--- src/rtl/tlm_pkg.sv ---
package tlm_pkg;
  localparam int unsigned TEMP_W = 12;
  localparam int unsigned NUM_LIMITS = 3;

  typedef logic signed [TEMP_W-1:0] temp_t;

  typedef enum logic [1:0] {
    SEL_HIGH = 2'd0,
    SEL_LOW  = 2'd1,
    SEL_CRIT = 2'd2,
    SEL_CTRL = 2'd3
  } reg_sel_e;

  typedef struct packed {
    logic [TEMP_W-1:0] hi;
    logic [TEMP_W-1:0] lo;
    logic [TEMP_W-1:0] crit;
    logic              en;
  } limits_t;

  function automatic logic [TEMP_W-1:0] limit_reset(input int idx);
    case (idx)
      0:       return {1'b0, {(TEMP_W-1){1'b1}}};
      1:       return {1'b1, {(TEMP_W-1){1'b0}}};
      default: return {1'b0, {(TEMP_W-1){1'b1}}};
    endcase
  endfunction
endpackage

--- src/rtl/tlm_sched.sv ---
module tlm_sched #(
  parameter int unsigned PERIOD_CYC = 5_000_000
) (
  input  logic clk,
  input  logic rst_n,
  input  logic accept,
  output logic conv_start,
  output logic busy
);
  localparam int unsigned CNT_W = (PERIOD_CYC > 2) ? $clog2(PERIOD_CYC) : 1;
  localparam logic [CNT_W-1:0] LAST = CNT_W'(PERIOD_CYC - 1);

  logic [CNT_W-1:0] cnt;
  logic             issue;

  assign issue = (cnt == '0);

  always_ff @(posedge clk or negedge rst_n) begin
    if (!rst_n) begin
      cnt        <= '0;
      conv_start <= 1'b0;
      busy       <= 1'b0;
    end else begin
      conv_start <= issue;
      cnt        <= (cnt == LAST) ? '0 : cnt + 1'b1;
      if (issue)
        busy <= 1'b1;
      else if (accept)
        busy <= 1'b0;
    end
  end
endmodule

--- src/rtl/tlm_regs.sv ---
module tlm_regs
  import tlm_pkg::*;
(
  input  logic              clk,
  input  logic              rst_n,
  input  logic              wr_en,
  input  logic [1:0]        wr_addr,
  input  logic [TEMP_W-1:0] wr_data,
  output limits_t           lim
);
  logic [NUM_LIMITS-1:0][TEMP_W-1:0] slot;
  logic                              en_q;

  for (genvar g = 0; g < NUM_LIMITS; g++) begin : g_slot
    always_ff @(posedge clk or negedge rst_n) begin
      if (!rst_n)
        slot[g] <= limit_reset(g);
      else if (wr_en && (wr_addr == 2'(g)))
        slot[g] <= wr_data;
    end
  end

  always_ff @(posedge clk or negedge rst_n) begin
    if (!rst_n)
      en_q <= 1'b0;
    else if (wr_en && (wr_addr == SEL_CTRL))
      en_q <= wr_data[0];
  end

  assign lim.hi   = slot[SEL_HIGH];
  assign lim.lo   = slot[SEL_LOW];
  assign lim.crit = slot[SEL_CRIT];
  assign lim.en   = en_q;
endmodule

--- src/rtl/tlm_cmp.sv ---
module tlm_cmp
  import tlm_pkg::*;
(
  input  logic [TEMP_W-1:0] sample,
  input  limits_t           lim,
  output logic              hit
);
  temp_t s, h, l, c;
  logic  over_hi, under_lo, at_crit;

  assign s = temp_t'(sample);
  assign h = temp_t'(lim.hi);
  assign l = temp_t'(lim.lo);
  assign c = temp_t'(lim.crit);

  assign over_hi  = (s > h);
  assign under_lo = (s < l);
  assign at_crit  = (s >= c);
  assign hit      = over_hi | under_lo | at_crit;
endmodule

--- src/rtl/temp_limit_monitor.sv ---
module temp_limit_monitor
  import tlm_pkg::*;
#(
  parameter int unsigned PERIOD_CYC = 5_000_000
) (
  input  logic              clk,
  input  logic              rst_n,
  output logic              conv_start,
  input  logic              conv_valid,
  output logic              conv_ready,
  input  logic [TEMP_W-1:0] conv_data,
  input  logic              wr_en,
  input  logic [1:0]        wr_addr,
  input  logic [TEMP_W-1:0] wr_data,
  output logic [TEMP_W-1:0] reading,
  output logic              reading_valid,
  output logic              event_pull
);
  logic    accept;
  logic    hit;
  logic    flag_q;
  limits_t lim;

  assign accept = conv_valid & conv_ready;

  tlm_sched #(.PERIOD_CYC(PERIOD_CYC)) sched_i (
    .clk        (clk),
    .rst_n      (rst_n),
    .accept     (accept),
    .conv_start (conv_start),
    .busy       (conv_ready)
  );

  tlm_regs regs_i (
    .clk     (clk),
    .rst_n   (rst_n),
    .wr_en   (wr_en),
    .wr_addr (wr_addr),
    .wr_data (wr_data),
    .lim     (lim)
  );

  tlm_cmp cmp_i (
    .sample (conv_data),
    .lim    (lim),
    .hit    (hit)
  );

  always_ff @(posedge clk or negedge rst_n) begin
    if (!rst_n) begin
      reading       <= '0;
      reading_valid <= 1'b0;
      flag_q        <= 1'b0;
    end else if (accept) begin
      reading       <= conv_data;
      reading_valid <= 1'b1;
      flag_q        <= hit;
    end
  end

  assign event_pull = flag_q & lim.en;
endmodule

--- config.mk ---
export PLATFORM = sky130hd
export DESIGN_NAME = temp_limit_monitor
export DESIGN_NICKNAME = d
export VERILOG_FILES = /design/src/rtl/tlm_pkg.sv /design/src/rtl/tlm_sched.sv /design/src/rtl/tlm_regs.sv /design/src/rtl/tlm_cmp.sv /design/src/rtl/temp_limit_monitor.sv
export SDC_FILE = /design/constraint.sdc
export NUM_CORES = 1
export LEC_CHECK = 0
export BUFFER_PORTS_ARGS = -buffer_cell sky130_fd_sc_hd__buf_4
export CORE_ASPECT_RATIO = 0.8
export CORE_UTILIZATION = 30
export CTS_BUF_LIST = sky130_fd_sc_hd__clkbuf_8 sky130_fd_sc_hd__clkbuf_16
export DETAILED_ROUTE_END_ITERATION = 10
export GPL_TIMING_DRIVEN = 0
export SYNTH_ARGS = -nofsm -noshare
export SYNTH_HDL_FRONTEND = slang
export SYNTH_SLANG_ARGS = --single-unit
--- constraint.sdc ---
create_clock -name clk -period 2.9 [get_ports clk]
set_clock_uncertainty 0.2 [all_clocks]
set_input_delay 0.58 -clock clk [delete_from_list [all_inputs] [get_ports clk]]
set_output_delay 0.58 -clock clk [all_outputs]
set_load 0.02 [all_outputs]
Word-level counts from Yosys, hierarchy flattened --
Index checks and enable logic that the tools add are counted.
Cells by class: add/subtract/negate cells 1, muxes and demuxes 3, equal/unequal tests 4, bitwise logic cells 4, reduce and logical (&&, ||, !) cells 7, $lt $le $gt $ge 3
Operators by type and width (number):
- $add A23 B1 Y23 const B | 1
- $eq A23 B23 Y1 const B | 1
- $logic_not A23 Y1 | 1
- $mux W23 | 1
- $ge A12 B12 Y1 | 1
- $gt A12 B12 Y1 | 1
- $lt A12 B12 Y1 | 1
- $eq A2 B2 Y1 const B | 2
- $logic_and A1 B1 Y1 | 4
- $and A1 B1 Y1 | 2
- $eq A2 B1 Y1 const B | 1
- $logic_not A2 Y1 | 1
- $mux W1 | 2
- $or A1 B1 Y1 | 2
- $reduce_bool A2 Y1 | 1
Word-level totals: output and inout bits 16, bits in registers 76, input bits 30, word-level logic and storage cells 32

Depth between registers and ports, before layout --
Gate-level depths: netlist of the first run.
depth in word-level cells 3, gate-level depth with buffers 8, mapped depth without buffers 8

Hierarchy --
A second synthesis of the first run with hierarchy kept.
Second synthesis, totals: cells, all modules 361, area, all modules 4136.5 sq um
By module, submodules not included:
- tlm_regs | area each 1433.9 sq um, sequential area each 954.7 sq um, cells an instance 82, times used 1
- tlm_sched | area each 1248.7 sq um, sequential area each 625.6 sq um, cells an instance 120, times used 1
- tlm_cmp | area each 893.4 sq um, sequential area each 0.0 sq um, cells an instance 127, times used 1
- temp_limit_monitor | area each 560.5 sq um, sequential area each 350.3 sq um, cells an instance 32, times used 1

Worst setup path after synthesis of the first run --
Ideal clock, no wire load.
kind input -> register, start input port conv_data[11], end register flag_q, setup slack 278 ps, arrival time 2296 ps, cell stages on the path 7, library setup time 126 ps, data required time 2574 ps, path buffers 0, cell sequence ha_1 -> and4_1 -> and2_4 -> a221o_1 -> a31oi_1 -> mux2_1 -> o32a_1
On the way: cells in the longest elaborated chain, start to end 3, elaborated cells on any way between the ends 5, those cells by class 3 x order compare; 2 x bitwise
Ends and longest elaborated chain:
- from (decl) | RTL line temp_limit_monitor.sv:11 | input logic [TEMP_W-1:0] conv_data,
- $gt A12 B12 Y1 or $lt A12 B12 Y1 (tied branches) | RTL line tlm_cmp.sv:16, tlm_cmp.sv:17
- $or A1 B1 Y1 | RTL line tlm_cmp.sv:19 | assign hit = over_hi | under_lo | at_crit;
- $or A1 B1 Y1 * | RTL line tlm_cmp.sv:19
- to (signal assigned) | RTL line temp_limit_monitor.sv:57 | flag_q <= hit;
- to (decl) | RTL line temp_limit_monitor.sv:21 | logic flag_q;
Every way passes the cells marked *; elsewhere a longest branch is shown, timed or not. A chain may end at the register's enable or synchronous reset.

Worst setup path after layout of the first run --
start register regs_i.slot, in the netlist regs_i.lim[11], end register flag_q
On the way: cells in the longest elaborated chain, start to end 2
Ends and longest elaborated chain:
- from (decl) | RTL line tlm_regs.sv:11 | logic [NUM_LIMITS-1:0][TEMP_W-1:0] slot;
- from (signal, indexed assignment) | RTL line tlm_regs.sv:17 | slot[g] <= limit_reset(g);
- from (signal, indexed assignment) | RTL line tlm_regs.sv:19 | slot[g] <= wr_data;
- $ge A12 B12 Y1 | RTL line tlm_cmp.sv:18 | assign at_crit = (s >= c);
- $or A1 B1 Y1 | RTL line tlm_cmp.sv:19
Every way passes these cells.

==> impl_metrics.json, run 1 <==
{
  "r2r_end": "flag_q",
  "hold_viol": 0,
  "place_congestion": 0.784,
  "clockPowerShare_pct": 35.2,
  "synth_cell_types": 46,
  "syn_inst": 364,
  "relSlewSlack_pct": 35.9,
  "cts_made_buffers": 9,
  "ys_ff_latch": 76,
  "crit_chain": "inv_1 -> ha_1 -> and4_1 -> and2_4 -> a221o_1 -> a31oi_1 -> mux2_1 -> o32a_1",
  "die_h_um": 105,
  "rsz0062_at_grt": "false",
  "io_pins": 46,
  "drt_pass1_iterations": 4,
  "p_int_mw": 2.07,
  "reg2reg_depth": 8,
  "clock_latency_ns": 0.34,
  "regToRegSetupSlack_ns": 0.22,
  "setup_violations": 0,
  "async_flop_share_pct": 100,
  "crit_arrival_ns": 2.71,
  "cp-startpoint": "regs_i.lim[11]",
  "fmax_ghz": 0.373,
  "synthesis.area_mm2": 0.00401,
  "crit_family": "compound AO/OA/AOI/OAI gates",
  "synth_edf_count": 0,
  "synth_fp_nets": 431,
  "hold_buffers": 0,
  "antenna_found_initial": 0,
  "die_x_um": 131,
  "worstPathMaxFanout": 3,
  "drv_cap": 0,
  "worstPathRequired_ns": 2.92,
  "ys.flop_type": "dfrtp_1",
  "fillers": 1303,
  "tritoncts": "yes",
  "period_minus_slack_ns": 2.68,
  "status": "complete, no violations",
  "initial_core_util_pct": 30.9,
  "ys_seq_area_share_pct": 48.1,
  "route.final.wire_length_um": 8580,
  "htreeDepth": 3,
  "numClockSinks": 76,
  "ir_drop_mv": 0.286,
  "area.growth.synth_to_final_pct": 20.5,
  "yosysWarnings": 0,
  "tightest_slew_ns": 0.962,
  "cp-start-kind": "flop",
  "finalMaxSlewViolations": 0,
  "drtAntennaViolNets": 0,
  "hold_class": "in2async",
  "ff_latch_area_mm2": 0.00193,
  "fin_util_pct": 37.3,
  "via_count": 2803,
  "cts-root-buf": "clkbuf_16",
  "synth_top_cell_area_share_pct": 33.1,
  "worst_path_max_delay_cell": "dfstp_2",
  "fin_crit_sh_pct": 92.4,
  "dp_hpwl_um": 6440,
  "cts_buffer_depth": 2,
  "comb_power_share_pct": 19.6,
  "powerDensity_mw_per_mm2": 585,
  "grt_max_degree": 77,
  "grt_first_pass_wirelength_um": 14300,
  "viasPerCell": 4.67,
  "rows": 37,
  "swShare_pct": 26.7,
  "synth_area_leaders": "dfrtp_1, dfstp_2, ha_1",
  "synth.largest_area_cell": "dfrtp_1",
  "postCtsSetupBuffers": 0,
  "grt_pass1_vias": 2845,
  "grt_usage_pct": 13.6,
  "cts.clk_slew.worst_paths_ns": 0.06,
  "num-nets-final": 487,
  "crit_path_end_kind": "flop",
  "seqPwrFrac_pct": 45.2,
  "drive_gt1_share_pct": 29.9,
  "portBuffers": 45,
  "power_leakage_nw": 2.28,
  "crit_type": "reg2reg",
  "route.detailed.drc": 0,
  "die_area_mm2": 0.0138,
  "setup-tns-final_ns": 0,
  "cp_num_buf_inv": 1,
  "syn_avg_cell_area_um2": 11.0,
  "first_iter_violations": 126,
  "antenna_cells": 0,
  "cts-resized-gates": 0,
  "multiInputGateArea_mm2": 0.00190,
  "r2r_start": "regs_i.lim[11]",
  "core-area_mm2": 0.0130,
  "cpPeakStageDelay_ns": 0.53,
  "grt_overflow": 0,
  "avgRoutedWirePerCell_um": 14.3,
  "switching_power_mw": 0.754
}
Yosys cell counts, types with 5 or more instances:
library cell and count:
nand3_1 16, o21ai_0 13, and3_1 6, nand4_1 11
xor2_1 7, nor3_1 5, xnor2_1 12, mux2_2 37
ha_1 37, a21oi_1 9, inv_1 44, dfrtp_1 53
nor2_1 18, nor4_1 5, nand2_1 21, dfstp_2 23
cells in the final DEF (no fill, tap or decap), drive strengths merged, types with 2 or more instances in the layout:
master	n
ha	37
clkinv	2
a31oi	2
nor4	7
xor2	7
and4	2
inv	48
nor2	20
buf	47
nand3b	2
nor2b	3
nand2	21
dfrtp	53
a21oi	9
nand3	16
clkbuf	13
a21o	4
a211oi	3
and3	7
and2	3
dfstp	23
o22ai	2
xnor2	12
o21ai	16
nor3	6
mux2	38
nand4	12
kinds of logic (layout without fill, tap and decap cells):
kind of cell | Yosys count | in the layout | synth area share (%)
multiplexers | 38 | 38 | 10.7
AND/OR/NAND/NOR | 102 | 102 | 14.3
buffers and inverters | 49 | 110 | 4.59
flip-flops | 76 | 76 | 48.1
XOR/XNOR | 19 | 19 | 4.15
adder cells (fa/ha/maj) | 37 | 37 | 11.5
AO/OA/AOI/OAI | 43 | 43 | 6.64
layout make-up:
| cell class | instances | share of cell area, % |
|---|---|---|
| sequential | 76 | 40.0 |
| multi-input combinational | 239 | 39.3 |
| timing repair buffer | 45 | 6.99 |
| clock buffer | 10 | 4.95 |
| buffer | 5 | 0.388 |
| tap | 175 | 4.53 |
| inverter | 44 | 3.42 |
| clock inverter | 6 | 0.518 |
per-layer routing:
layer  track usage, %  share of wire [%]
met1             18.9                 52
met2             19.4                 42
met3             4.18                3.7
met4             5.48                1.8
met5                0                  0
how the worst max path moves through the flow:
| stage | cells past startpoint | endpoint | slack [ns] |
|---|---|---|---|
| finish | 8 | flag_q | 0.22 |
| CTS | 8 | flag_q | 0.22 |
| detailed placement | 8 | flag_q | 0.01 |
| floorplan | 7 | flag_q | 0.28 |
| global route | 8 | flag_q | 0.12 |
| global placement | 8 | flag_q | 0.01 |
worst register-to-register path, delay by kind of cell, from the launching register on:
family | cells | cell delay, ns
AO/OA/AOI/OAI | 3 | 0.80
flip-flops | 1 | 0.53
AND/OR/NAND/NOR | 2 | 0.39
multiplexers | 1 | 0.35
adder cells (fa/ha/maj) | 1 | 0.28
buffers and inverters | 1 | 0.04
per-stage QoR:
step / power [mW] / hold slack (ns) / instances / setup WS [ns] / area [µm²]
3_5_place_dp: 1.85 / 0.254 / 584 / 0.0109 / 4570
3_3_place_gp: 1.83 / 0.251 / 584 / 0.00970 / 4570
6_report: 2.83 / 0.197 / 600 / 0.219 / 4830
2_1_floorplan: 1.64 / 0.0844 / 364 / 0.278 / 4010
4_1_cts: 2.87 / 0.224 / 600 / 0.215 / 4830
5_1_grt: 2.99 / 0.226 / 600 / 0.123 / 4830
power by group through the flow:
stage	clock network, mW	logic [mW]	registers, mW
3_5_place_dp	0	0.556	1.29
4_1_cts	1.03	0.560	1.28
3_3_place_gp	0	0.545	1.29
5_1_grt	1.07	0.635	1.29
6_report	0.995	0.555	1.28
2_1_floorplan	0	0.332	1.31
flip-flops by register name, indices dropped and copies added, names as in the netlist:
register            flops
reading_valid           1
flag_q                  1
sched_i.cnt            23
regs_i.en_q             1
sched_i.busy            1
regs_i.lim             36
reading                12
sched_i.conv_start      1
(Power assumes the default switching activity.)
==> run 2, diff against run 1 <==
--- a/config.mk
+++ b/config.mk
@@ -11,6 +11,7 @@
 export CTS_BUF_LIST = sky130_fd_sc_hd__clkbuf_8 sky130_fd_sc_hd__clkbuf_16
 export DETAILED_ROUTE_END_ITERATION = 10
 export GPL_TIMING_DRIVEN = 0
+export MAX_ROUTING_LAYER = met4
 export SYNTH_ARGS = -nofsm -noshare
 export SYNTH_HDL_FRONTEND = slang
 export SYNTH_SLANG_ARGS = --single-unit
==> run 2 against run 1 <==
  * Critical endpoint unchanged
  * Power barely moved
  * Global-route usage up 0.40 points
  * Clock power barely moved
  * Die area did not move
  * Via count hardly changed
  * Non-clock buffer count is the same
  * Cell count stayed put
  * Critical path depth is the same
  * Count of clock-buffer cells in the layout did not move
  * Highest routed layer unchanged
  * Largest cell class unchanged
==> impl_metrics.json, run 2 (synthesized netlist as in run 1, its figures left out) <==
{
  "ff_latch_area_mm2": 0.00193,
  "place_ws_ns": 0.0109,
  "drive_gt1_share_pct": 29.9,
  "die_h_um": 105,
  "fmax_ghz": 0.373,
  "placed_cells_incl_taps": 584,
  "switching_power_mw": 0.755,
  "tritoncts": "yes",
  "seqPwrFrac_pct": 45.2,
  "dp_hpwl_um": 6440,
  "drt_pass1_iterations": 5,
  "hold_slack_ns": 0.194,
  "hold_viol": 0,
  "comb_power_share_pct": 19.6,
  "postLayoutCellArea_mm2": 0.00483,
  "grt_max_degree": 77,
  "final_cell_mix": "dfrtp_1, inv_1, buf_4",
  "p_int_mw": 2.07,
  "place_congestion": 0.794,
  "io_pins": 46,
  "finalPower_mw": 2.83,
  "crit_path_end_kind": "flop",
  "setup-tns-final_ns": 0,
  "avgRoutedWirePerCell_um": 14.3,
  "relSlewSlack_pct": 35.6,
  "clockPowerShare_pct": 35.2,
  "via_count": 2802,
  "viasPerCell": 4.67,
  "drtAntennaViolNets": 0,
  "regToRegSetupSlack_ns": 0.22,
  "finalMaxSlewViolations": 0,
  "drv_cap": 0,
  "final_common_cell": "dfrtp_1",
  "grt_usage_pct": 14.0,
  "portBuffers": 45,
  "period_minus_slack_ns": 2.68,
  "worstPathMaxFanout": 3,
  "clock_latency_ns": 0.34,
  "largest_register_ffs": 36,
  "cts_buffer_depth": 2,
  "tightest_slew_ns": 0.966,
  "num-nets-final": 487,
  "instances_no_fill": 600,
  "cts-root-buf": "clkbuf_16",
  "hold_class": "in2async",
  "cp-startpoint": "regs_i.lim[11]",
  "die_area_mm2": 0.0138,
  "crit_arrival_ns": 2.70,
  "cts.clk_slew.worst_paths_ns": 0.06,
  "hold_buffers": 0,
  "setup_violations": 0,
  "antenna_cells": 0,
  "grt_first_pass_wirelength_um": 14300,
  "die_x_um": 131,
  "rows": 37,
  "area.growth.synth_to_final_pct": 20.5,
  "route.detailed.drc": 0,
  "postCtsSetupBuffers": 0,
  "setup_slack_ns": 0.221,
  "grt_overflow": 0,
  "powerDensity_mw_per_mm2": 585,
  "cts_made_buffers": 9,
  "htreeDepth": 3,
  "crit_type": "reg2reg",
  "initial_core_util_pct": 30.9,
  "ir_drop_mv": 0.287,
  "first_iter_violations": 123,
  "fin_util_pct": 37.3,
  "swShare_pct": 26.7,
  "placed_area_mm2": 0.00457,
  "worstPathRequired_ns": 2.93,
  "fillers": 1303,
  "status": "complete, no violations",
  "fin_crit_sh_pct": 92.4,
  "multiInputGateArea_mm2": 0.00190,
  "power_leakage_nw": 2.28,
  "r2r_start": "regs_i.lim[11]",
  "numClockSinks": 76,
  "core-area_mm2": 0.0130,
  "antenna_found_initial": 0,
  "route.final.wire_length_um": 8590,
  "grt_pass1_vias": 2849,
  "cp-start-kind": "flop",
  "cts-resized-gates": 0,
  "rsz0062_at_grt": "false"
}
## run 2: cell counts in the layout (fill, tap and decap cells not counted)
Identical to the previous run, type by type.
## run 2: power by group through the flow
stage               logic [mW]  clock network, mW  registers [mW]
detailed placement       0.556                  0            1.29
global placement         0.545                  0            1.29
finish                   0.555              0.995            1.28
floorplan                0.332                  0            1.31
global route             0.635               1.07            1.29
CTS                      0.560               1.03            1.28
## run 2: worst max-delay path, stage by stage (launching register included)
cell,delay [ns]
dfstp_2,0.53
inv_1,0.04
ha_1,0.28
and4_1,0.22
and2_4,0.17
a221o_1,0.30
a31oi_1,0.17
mux2_1,0.35
o32a_1,0.33
## run 2: worst paths after layout
check                                 end  depth (start not counted)
min                          sched_i.busy                          1
max reg2reg                        flag_q                          8
min in group clk             sched_i.busy                          2
max in group asynchronous  regs_i.lim[19]                          1
min reg2reg                 reading_valid                          1
max                                flag_q                          8
## run 2: layer usage
layer,vias to the layer above,global-route usage [%],wire length [µm]
met4,0,5.48,153
li1,1384,-,-
met1,1360,19.0,4440
met3,10,3.94,344
met2,48,19.5,3660
met5,-,-,0
## run 2: layout make-up
class / count / share of cell area (%)
Buffer: 5 / 0.388
Clock inverter: 6 / 0.518
Clock buffer: 10 / 4.95
Inverter: 44 / 3.42
Multi-Input combinational cell: 239 / 39.3
Tap cell: 175 / 4.53
Sequential cell: 76 / 40.0
Timing Repair Buffer: 45 / 6.99
